$ cat src/rtl/exc_pkg.sv
package exc_pkg;
  localparam int STAT_W = 32;
  localparam int MODE_W = 5;
  localparam int NSRC   = 7;
  localparam int NBANK  = 5;
  localparam int BANK_W = $clog2(NBANK);
  localparam int SEL_W  = $clog2(NSRC);

  localparam logic [MODE_W-1:0] M_USR = 5'b10000;
  localparam logic [MODE_W-1:0] M_FIQ = 5'b10001;
  localparam logic [MODE_W-1:0] M_IRQ = 5'b10010;
  localparam logic [MODE_W-1:0] M_SVC = 5'b10011;
  localparam logic [MODE_W-1:0] M_ABT = 5'b10111;
  localparam logic [MODE_W-1:0] M_UND = 5'b11011;
  localparam logic [MODE_W-1:0] M_SYS = 5'b11111;

  // request slots, lowest index wins
  localparam int SRC_RST  = 0;
  localparam int SRC_DABT = 1;
  localparam int SRC_FIQ  = 2;
  localparam int SRC_PABT = 3;
  localparam int SRC_IRQ  = 4;
  localparam int SRC_UND  = 5;
  localparam int SRC_SWI  = 6;

  function automatic logic [MODE_W-1:0] src_mode(logic [SEL_W-1:0] s);
    case (s)
      SEL_W'(SRC_DABT), SEL_W'(SRC_PABT): return M_ABT;
      SEL_W'(SRC_FIQ):                    return M_FIQ;
      SEL_W'(SRC_IRQ):                    return M_IRQ;
      SEL_W'(SRC_UND):                    return M_UND;
      default:                            return M_SVC;
    endcase
  endfunction

  function automatic logic [7:0] src_vec(logic [SEL_W-1:0] s);
    case (s)
      SEL_W'(SRC_UND):  return 8'h04;
      SEL_W'(SRC_SWI):  return 8'h08;
      SEL_W'(SRC_PABT): return 8'h0C;
      SEL_W'(SRC_DABT): return 8'h10;
      SEL_W'(SRC_IRQ):  return 8'h18;
      SEL_W'(SRC_FIQ):  return 8'h1C;
      default:          return 8'h00;
    endcase
  endfunction

  function automatic logic is_priv(logic [MODE_W-1:0] m);
    return (m == M_FIQ) || (m == M_IRQ) || (m == M_SVC) ||
           (m == M_ABT) || (m == M_UND);
  endfunction

  function automatic logic [BANK_W-1:0] bank_of(logic [MODE_W-1:0] m);
    case (m)
      M_FIQ:   return BANK_W'(0);
      M_IRQ:   return BANK_W'(1);
      M_ABT:   return BANK_W'(3);
      M_UND:   return BANK_W'(4);
      default: return BANK_W'(2);
    endcase
  endfunction
endpackage

$ cat src/rtl/exc_arb.sv
module exc_arb
  import exc_pkg::*;
#(
  parameter int N = NSRC
) (
  input  logic [N-1:0]     req,
  input  logic             irq_mask,
  input  logic             fiq_mask,
  output logic             take,
  output logic [SEL_W-1:0] sel
);
  logic [N-1:0] live;

  always_comb begin
    live           = req;
    live[SRC_FIQ]  = req[SRC_FIQ] & ~fiq_mask;
    live[SRC_IRQ]  = req[SRC_IRQ] & ~irq_mask;
    take           = |live;
    sel            = '0;
    for (int k = N - 1; k >= 0; k--) begin
      if (live[k]) sel = SEL_W'(k);
    end
  end
endmodule

$ cat src/rtl/exc_sv_bank.sv
module exc_sv_bank #(
  parameter int W  = 32,
  parameter int N  = 5,
  parameter int AW = $clog2(N)
) (
  input  logic          clk,
  input  logic          rst,
  input  logic          we,
  input  logic [AW-1:0] waddr,
  input  logic [W-1:0]  wdata,
  input  logic [AW-1:0] raddr,
  input  logic          rvalid,
  output logic [W-1:0]  rdata
);
  logic [W-1:0] mem [N];

  always_ff @(posedge clk) begin
    if (rst) begin
      for (int k = 0; k < N; k++) mem[k] <= '0;
      rdata <= '0;
    end else begin
      rdata <= rvalid ? mem[raddr] : '0;
      if (we) mem[waddr] <= wdata;
    end
  end
endmodule

$ cat src/rtl/exc_ctrl.sv
module exc_ctrl
  import exc_pkg::*;
#(
  parameter int ADDR_W = 32
) (
  input  logic              clk,
  input  logic              rst,
  input  logic              req_reset,
  input  logic              req_undef,
  input  logic              req_swi,
  input  logic              req_pabt,
  input  logic              req_dabt,
  input  logic              req_irq,
  input  logic              req_fiq,
  input  logic [ADDR_W-1:0] pc_in,
  input  logic              flag_we,
  input  logic [3:0]        flag_in,
  input  logic              ctl_we,
  input  logic [7:0]        ctl_in,
  input  logic              sv_we,
  input  logic [STAT_W-1:0] sv_wdata,
  output logic [STAT_W-1:0] sv_rdata,
  output logic [STAT_W-1:0] status,
  output logic              pc_load,
  output logic [ADDR_W-1:0] pc_next,
  output logic              lr_we,
  output logic [MODE_W-1:0] lr_mode,
  output logic [ADDR_W-1:0] lr_data
);
  localparam int PAD_W = STAT_W - 12;

  logic [3:0]        flg_q;
  logic              i_q, f_q, t_q;
  logic [MODE_W-1:0] mode_q;

  logic [NSRC-1:0]   req_v;
  logic              take;
  logic [SEL_W-1:0]  sel;
  logic [MODE_W-1:0] new_mode;

  logic              bk_we;
  logic [BANK_W-1:0] bk_waddr;
  logic [STAT_W-1:0] bk_wdata;

  assign req_v[SRC_RST]  = req_reset;
  assign req_v[SRC_DABT] = req_dabt;
  assign req_v[SRC_FIQ]  = req_fiq;
  assign req_v[SRC_PABT] = req_pabt;
  assign req_v[SRC_IRQ]  = req_irq;
  assign req_v[SRC_UND]  = req_undef;
  assign req_v[SRC_SWI]  = req_swi;

  exc_arb #(.N(NSRC)) u_arb (
    .req      (req_v),
    .irq_mask (i_q),
    .fiq_mask (f_q),
    .take     (take),
    .sel      (sel)
  );

  assign new_mode = src_mode(sel);
  assign status   = {flg_q, {PAD_W{1'b0}}, i_q, f_q, t_q, mode_q};

  // one write port: entry save has priority over software access
  always_comb begin
    if (take) begin
      bk_we    = 1'b1;
      bk_waddr = bank_of(new_mode);
      bk_wdata = status;
    end else begin
      bk_we    = sv_we & is_priv(mode_q);
      bk_waddr = bank_of(mode_q);
      bk_wdata = sv_wdata;
    end
  end

  exc_sv_bank #(.W(STAT_W), .N(NBANK), .AW(BANK_W)) u_bank (
    .clk    (clk),
    .rst    (rst),
    .we     (bk_we),
    .waddr  (bk_waddr),
    .wdata  (bk_wdata),
    .raddr  (bank_of(mode_q)),
    .rvalid (is_priv(mode_q)),
    .rdata  (sv_rdata)
  );

  always_ff @(posedge clk) begin
    if (rst) begin
      flg_q   <= '0;
      i_q     <= 1'b1;
      f_q     <= 1'b1;
      t_q     <= 1'b0;
      mode_q  <= M_SVC;
      pc_load <= 1'b0;
      pc_next <= '0;
      lr_we   <= 1'b0;
      lr_mode <= '0;
      lr_data <= '0;
    end else begin
      pc_load <= take;
      lr_we   <= take;
      if (take) begin
        mode_q  <= new_mode;
        i_q     <= 1'b1;
        f_q     <= f_q | (sel == SEL_W'(SRC_FIQ));
        t_q     <= 1'b0;
        pc_next <= {{(ADDR_W-8){1'b0}}, src_vec(sel)};
        lr_mode <= new_mode;
        lr_data <= pc_in;
      end else begin
        if (flag_we) flg_q <= flag_in;
        if (ctl_we) {i_q, f_q, t_q, mode_q} <= ctl_in;
      end
    end
  end
endmodule

$ cat config.mk
export PLATFORM = sky130hd
export DESIGN_NAME = exc_ctrl
export DESIGN_NICKNAME = d
export VERILOG_FILES = /design/src/rtl/exc_pkg.sv /design/src/rtl/exc_arb.sv /design/src/rtl/exc_sv_bank.sv /design/src/rtl/exc_ctrl.sv
export SDC_FILE = /design/constraint.sdc
export NUM_CORES = 1
export LEC_CHECK = 0
export BUFFER_PORTS_ARGS = -buffer_cell sky130_fd_sc_hd__buf_2
export CAP_MARGIN = 20
export CORE_AREA = 2 2 246 127
export DETAILED_ROUTE_END_ITERATION = 16
export DIE_AREA = 0 0 248 129
export PLACE_DENSITY = 0.69
export SLEW_MARGIN = 20
export SYNTH_ARGS = -nofsm -noshare
export SYNTH_HDL_FRONTEND = slang
export SYNTH_HIERARCHICAL = 1
export SYNTH_SLANG_ARGS = --single-unit
$ cat constraint.sdc
create_clock -name clk -period 5.8 [get_ports clk]
set_input_delay 0.87 -clock clk [delete_from_list [all_inputs] [get_ports clk]]
set_output_delay 0.87 -clock clk [all_outputs]
set_load 0.02 [all_outputs]
==> results.py <==
metrics = {
    "floorplanning": {
        "initial_core_util_pct": 49.2,
        "rows": 45,
        "floorplan.io_pins": 223,
        "fp.dieH_um": 129,
        "core-area_um2": 29800,
        "design.die.area_um2": 32000,
        "floorplan.die.width_um": 248,
    },
    "cts": {
        "clock_path_buffers": 3,
        "tritoncts": "done",
        "count_of_buffers_added_by_post_cts_timing_repair_for_setup": 0,
        "number_of_clock_sinks_seen_by_cts": 341,
        "cts.root.buffer_cell": "sky130_fd_sc_hd__clkbuf_16",
        "cts-htree-levels": 1,
        "worst_setup_hold_path_clk_slew_ns": 0.06,
        "cts-buffers-inserted": 30,
        "cts-resized-gates": 0,
        "cts.hold.buffers_added": 0,
        "worstSkewPairLatency_ns": 0.56,
    },
    "yosys": {
        "synth.lib_cells_used.distinct": 49,
        "avgSynthCellArea_um2": 13.3,
        "synth.cell_area_um2": 14700,
        "synth_seq_area_share_pct": 64.1,
        "cells_after_synthesis": 1098,
        "yosys_register_bits": 341,
        "synth_top_area_share_pct": 52.5,
        "synthFlopType": "sky130_fd_sc_hd__edfxtp_1",
        "synthesis.yosys.warnings": 6,
        "largest_cells_by_area_after_synthesis": "sky130_fd_sc_hd__edfxtp_1 (52%), sky130_fd_sc_hd__dfxtp_1 (12%), sky130_fd_sc_hd__and2_1 (6.8%), sky130_fd_sc_hd__mux2_2 (5.9%), sky130_fd_sc_hd__buf_4 (3.1%)",
        "synth_enable_flop_cells": 256,
        "synth_area_leader_cell": "sky130_fd_sc_hd__edfxtp_1",
        "synth-async-reset-ratio_pct": 0,
    },
    "sta": {
        "final.hold.worst_slack_ns": 0.469,
        "timing.final.setup_violations": 0,
        "fin_crit_ns": 4.07,
        "skew_ns": 0.0104,
        "rsz0062_at_grt": "false",
        "report.final.slew_viol_count": 0,
        "finalHoldViolations": 0,
        "final.period_utilization_pct": 70.2,
        "slew_headroom_pct": 28.1,
        "worst-slew-pin-transition_ns": 1.08,
        "fmax_ghz": 0.246,
        "fin_setup_tns_ns": 0,
    },
    "route": {
        "detail_route.wl_per_cell_um": 19.7,
        "route.detailed.vias_per_inst": 5.23,
        "ant_nets": 0,
        "detail_route.drc_violations": 0,
        "detailedRoute.firstIterationViolations": 667,
        "wl_mm": 33.0,
        "firstDrtPassIters": 5,
        "via_count": 8748,
    },
    "grt": {
        "grt_use_total_pct": 20.8,
        "overflow": 0,
        "grt_pass1_vias": 8623,
        "wire_length_of_the_first_global_routing_pass_mm": 50.8,
        "grt_antenna_before_repair": 0,
        "grt_max_degree": 87,
    },
    "flow_run": {
        "cap_viol_max_count": 0,
    },
    "worst_setup_path": {
        "worst_setup_path_end_kind": "flop",
        "timing.critical_path.from_type": "input port",
        "cp_data_required_time_ns": 5.98,
        "worst_ep_arrival_time_ns": 4.25,
        "crit_path_max_fanout": 33,
        "worst-setup-path-type": "input port to flop",
    },
    "finish": {
        "postLayoutCellArea_um2": 16600,
        "layout.filler_cells": 2450,
        "final_cells": 1672,
        "area_delta_synth_final_pct": 13.3,
        "nNetsFinal": 1337,
        "final_layout_size_suffix_gt1_share_pct": 26.3,
        "antenna_cells_inserted": 0,
    },
    "power_and_ir_drop": {
        "pwr_density_cell_nw_per_um2": 308,
        "ir_drop_uv": 228,
        "power.total_mw": 5.12,
        "leakage_nw": 6.54,
    },
    "outcome": {
        "outcome": "completed",
    },
    "placement": {
        "dp_cells": 1616,
        "routabilityCongestion": 0.769,
        "port_buffers": 173,
        "dp_hpwl_mm": 19.8,
        "placedInstanceArea_um2": 15700,
    },
    "hold_path": {
        "min-delay-path-class": "flop to flop",
    },
}
==> worst max-delay path, stage by stage <==
cell and delay [ns]:
sky130_fd_sc_hd__buf_2 0.09, sky130_fd_sc_hd__nor2b_2 0.16, sky130_fd_sc_hd__nor4_2 0.27, sky130_fd_sc_hd__nor2b_1 0.50
sky130_fd_sc_hd__or2b_1 0.31, sky130_fd_sc_hd__o21bai_1 0.15, sky130_fd_sc_hd__mux2_2 0.19, sky130_fd_sc_hd__nand3b_1 0.29
sky130_fd_sc_hd__nor3_4 0.21, sky130_fd_sc_hd__buf_4 0.37, sky130_fd_sc_hd__or2_2 0.82
==> cells in the final DEF (no fill, tap or decap), types with 33 or more instances in the layout <==
cell / synthesis / layout
sky130_fd_sc_hd__buf_2: 27 / 173
sky130_fd_sc_hd__mux2_2: 77 / 77
sky130_fd_sc_hd__nor2_1: 51 / 47
sky130_fd_sc_hd__dfxtp_1: 85 / 85
sky130_fd_sc_hd__mux2_1: 33 / 33
sky130_fd_sc_hd__conb_1: 1 / 49
sky130_fd_sc_hd__nor3_1: 37 / 37
sky130_fd_sc_hd__nor2b_1: 59 / 58
sky130_fd_sc_hd__and2_1: 160 / 160
sky130_fd_sc_hd__a211oi_1: 38 / 38
sky130_fd_sc_hd__edfxtp_1: 256 / 256
sky130_fd_sc_hd__mux2i_1: 41 / 41
==> layout make-up <==
class,instances,area [um2],share of cell area (%)
sequential,341,9390,56.6
multi-input combinational,677,4730,28.5
timing repair buffer,194,1040,6.24
clock buffer,47,866,5.22
tap,399,499,3.01
clock inverter,9,53.8,0.324
inverter,5,18.8,0.113
==> power by group <==
group	internal [mW]	switching (mW)
Clock	1.03	0.872
Sequential	2.72	0.0310
Combinational	0.168	0.303
Total	3.91	1.21
==> through the flow <==
stage	utilization, %	setup slack [ns]
6_report	55.7	1.73
5_1_grt	55.7	1.45
4_1_cts	55.7	1.73
3_5_place_dp	52.6	1.16
3_3_place_gp	52.6	1.27
2_1_floorplan	-	1.46
==> logic make-up after synthesis <==
family	count (synthesis)	share of synthesized area [%]
AND/OR/NAND/NOR	351	13.9
flip-flops	341	64.1
multiplexers	151	11.3
buffers and inverters	128	5.15
AO/OA/AOI/OAI	123	5.43
XOR/XNOR	3	0.179
other	1	0.0256
==> synthesized netlist by cell type, types with 4 or more instances <==
| cell | count |
|---|---|
| sky130_fd_sc_hd__nor2_1 | 51 |
| sky130_fd_sc_hd__nor3_1 | 37 |
| sky130_fd_sc_hd__mux2i_1 | 41 |
| sky130_fd_sc_hd__or2_2 | 5 |
| sky130_fd_sc_hd__inv_1 | 4 |
| sky130_fd_sc_hd__o21ai_1 | 32 |
| sky130_fd_sc_hd__dfxtp_1 | 85 |
| sky130_fd_sc_hd__a211oi_1 | 38 |
| sky130_fd_sc_hd__edfxtp_1 | 256 |
| sky130_fd_sc_hd__o21ai_0 | 4 |
| sky130_fd_sc_hd__nand2_1 | 11 |
| sky130_fd_sc_hd__nand2b_1 | 7 |
| sky130_fd_sc_hd__buf_2 | 27 |
| sky130_fd_sc_hd__and2_1 | 160 |
| sky130_fd_sc_hd__mux2_2 | 77 |
| sky130_fd_sc_hd__buf_4 | 61 |
| sky130_fd_sc_hd__mux2_1 | 33 |
| sky130_fd_sc_hd__nor2b_1 | 59 |
| sky130_fd_sc_hd__o22ai_1 | 32 |
| sky130_fd_sc_hd__clkbuf_1 | 30 |
==> per-layer routing <==
layer / track usage [%] / part of all wire [%] / vias up
li1: - / - / 4136
met2: 30.1 / 42 / 274
met4: 4.05 / 1.6 / 0
met5: 0 / 0 / -
met1: 32.3 / 49 / 4303
met3: 4.57 / 7.1 / 35
==> sequential cells by signal (all words and copies together) (netlist names), 3 cells and up <==
name and flops:
u_bank/mem 256, lr_data 32, u_bank/rdata 32, lr_mode 5
mode_q 5, flg_q 4, pc_next 3
==> final timing paths <==
path                   start                end  slack [ns]  cells after the start
setup / recovery     req_fiq  u_bank/mem[1][19]        1.73                     11
setup reg to reg         f_q  u_bank/mem[1][19]        1.77                     10
hold reg to reg   lr_mode[4]         lr_mode[4]        0.47                      2
hold / removal    lr_mode[4]         lr_mode[4]        0.47                      2
Note: power is estimated with default switching activity, not from simulation.
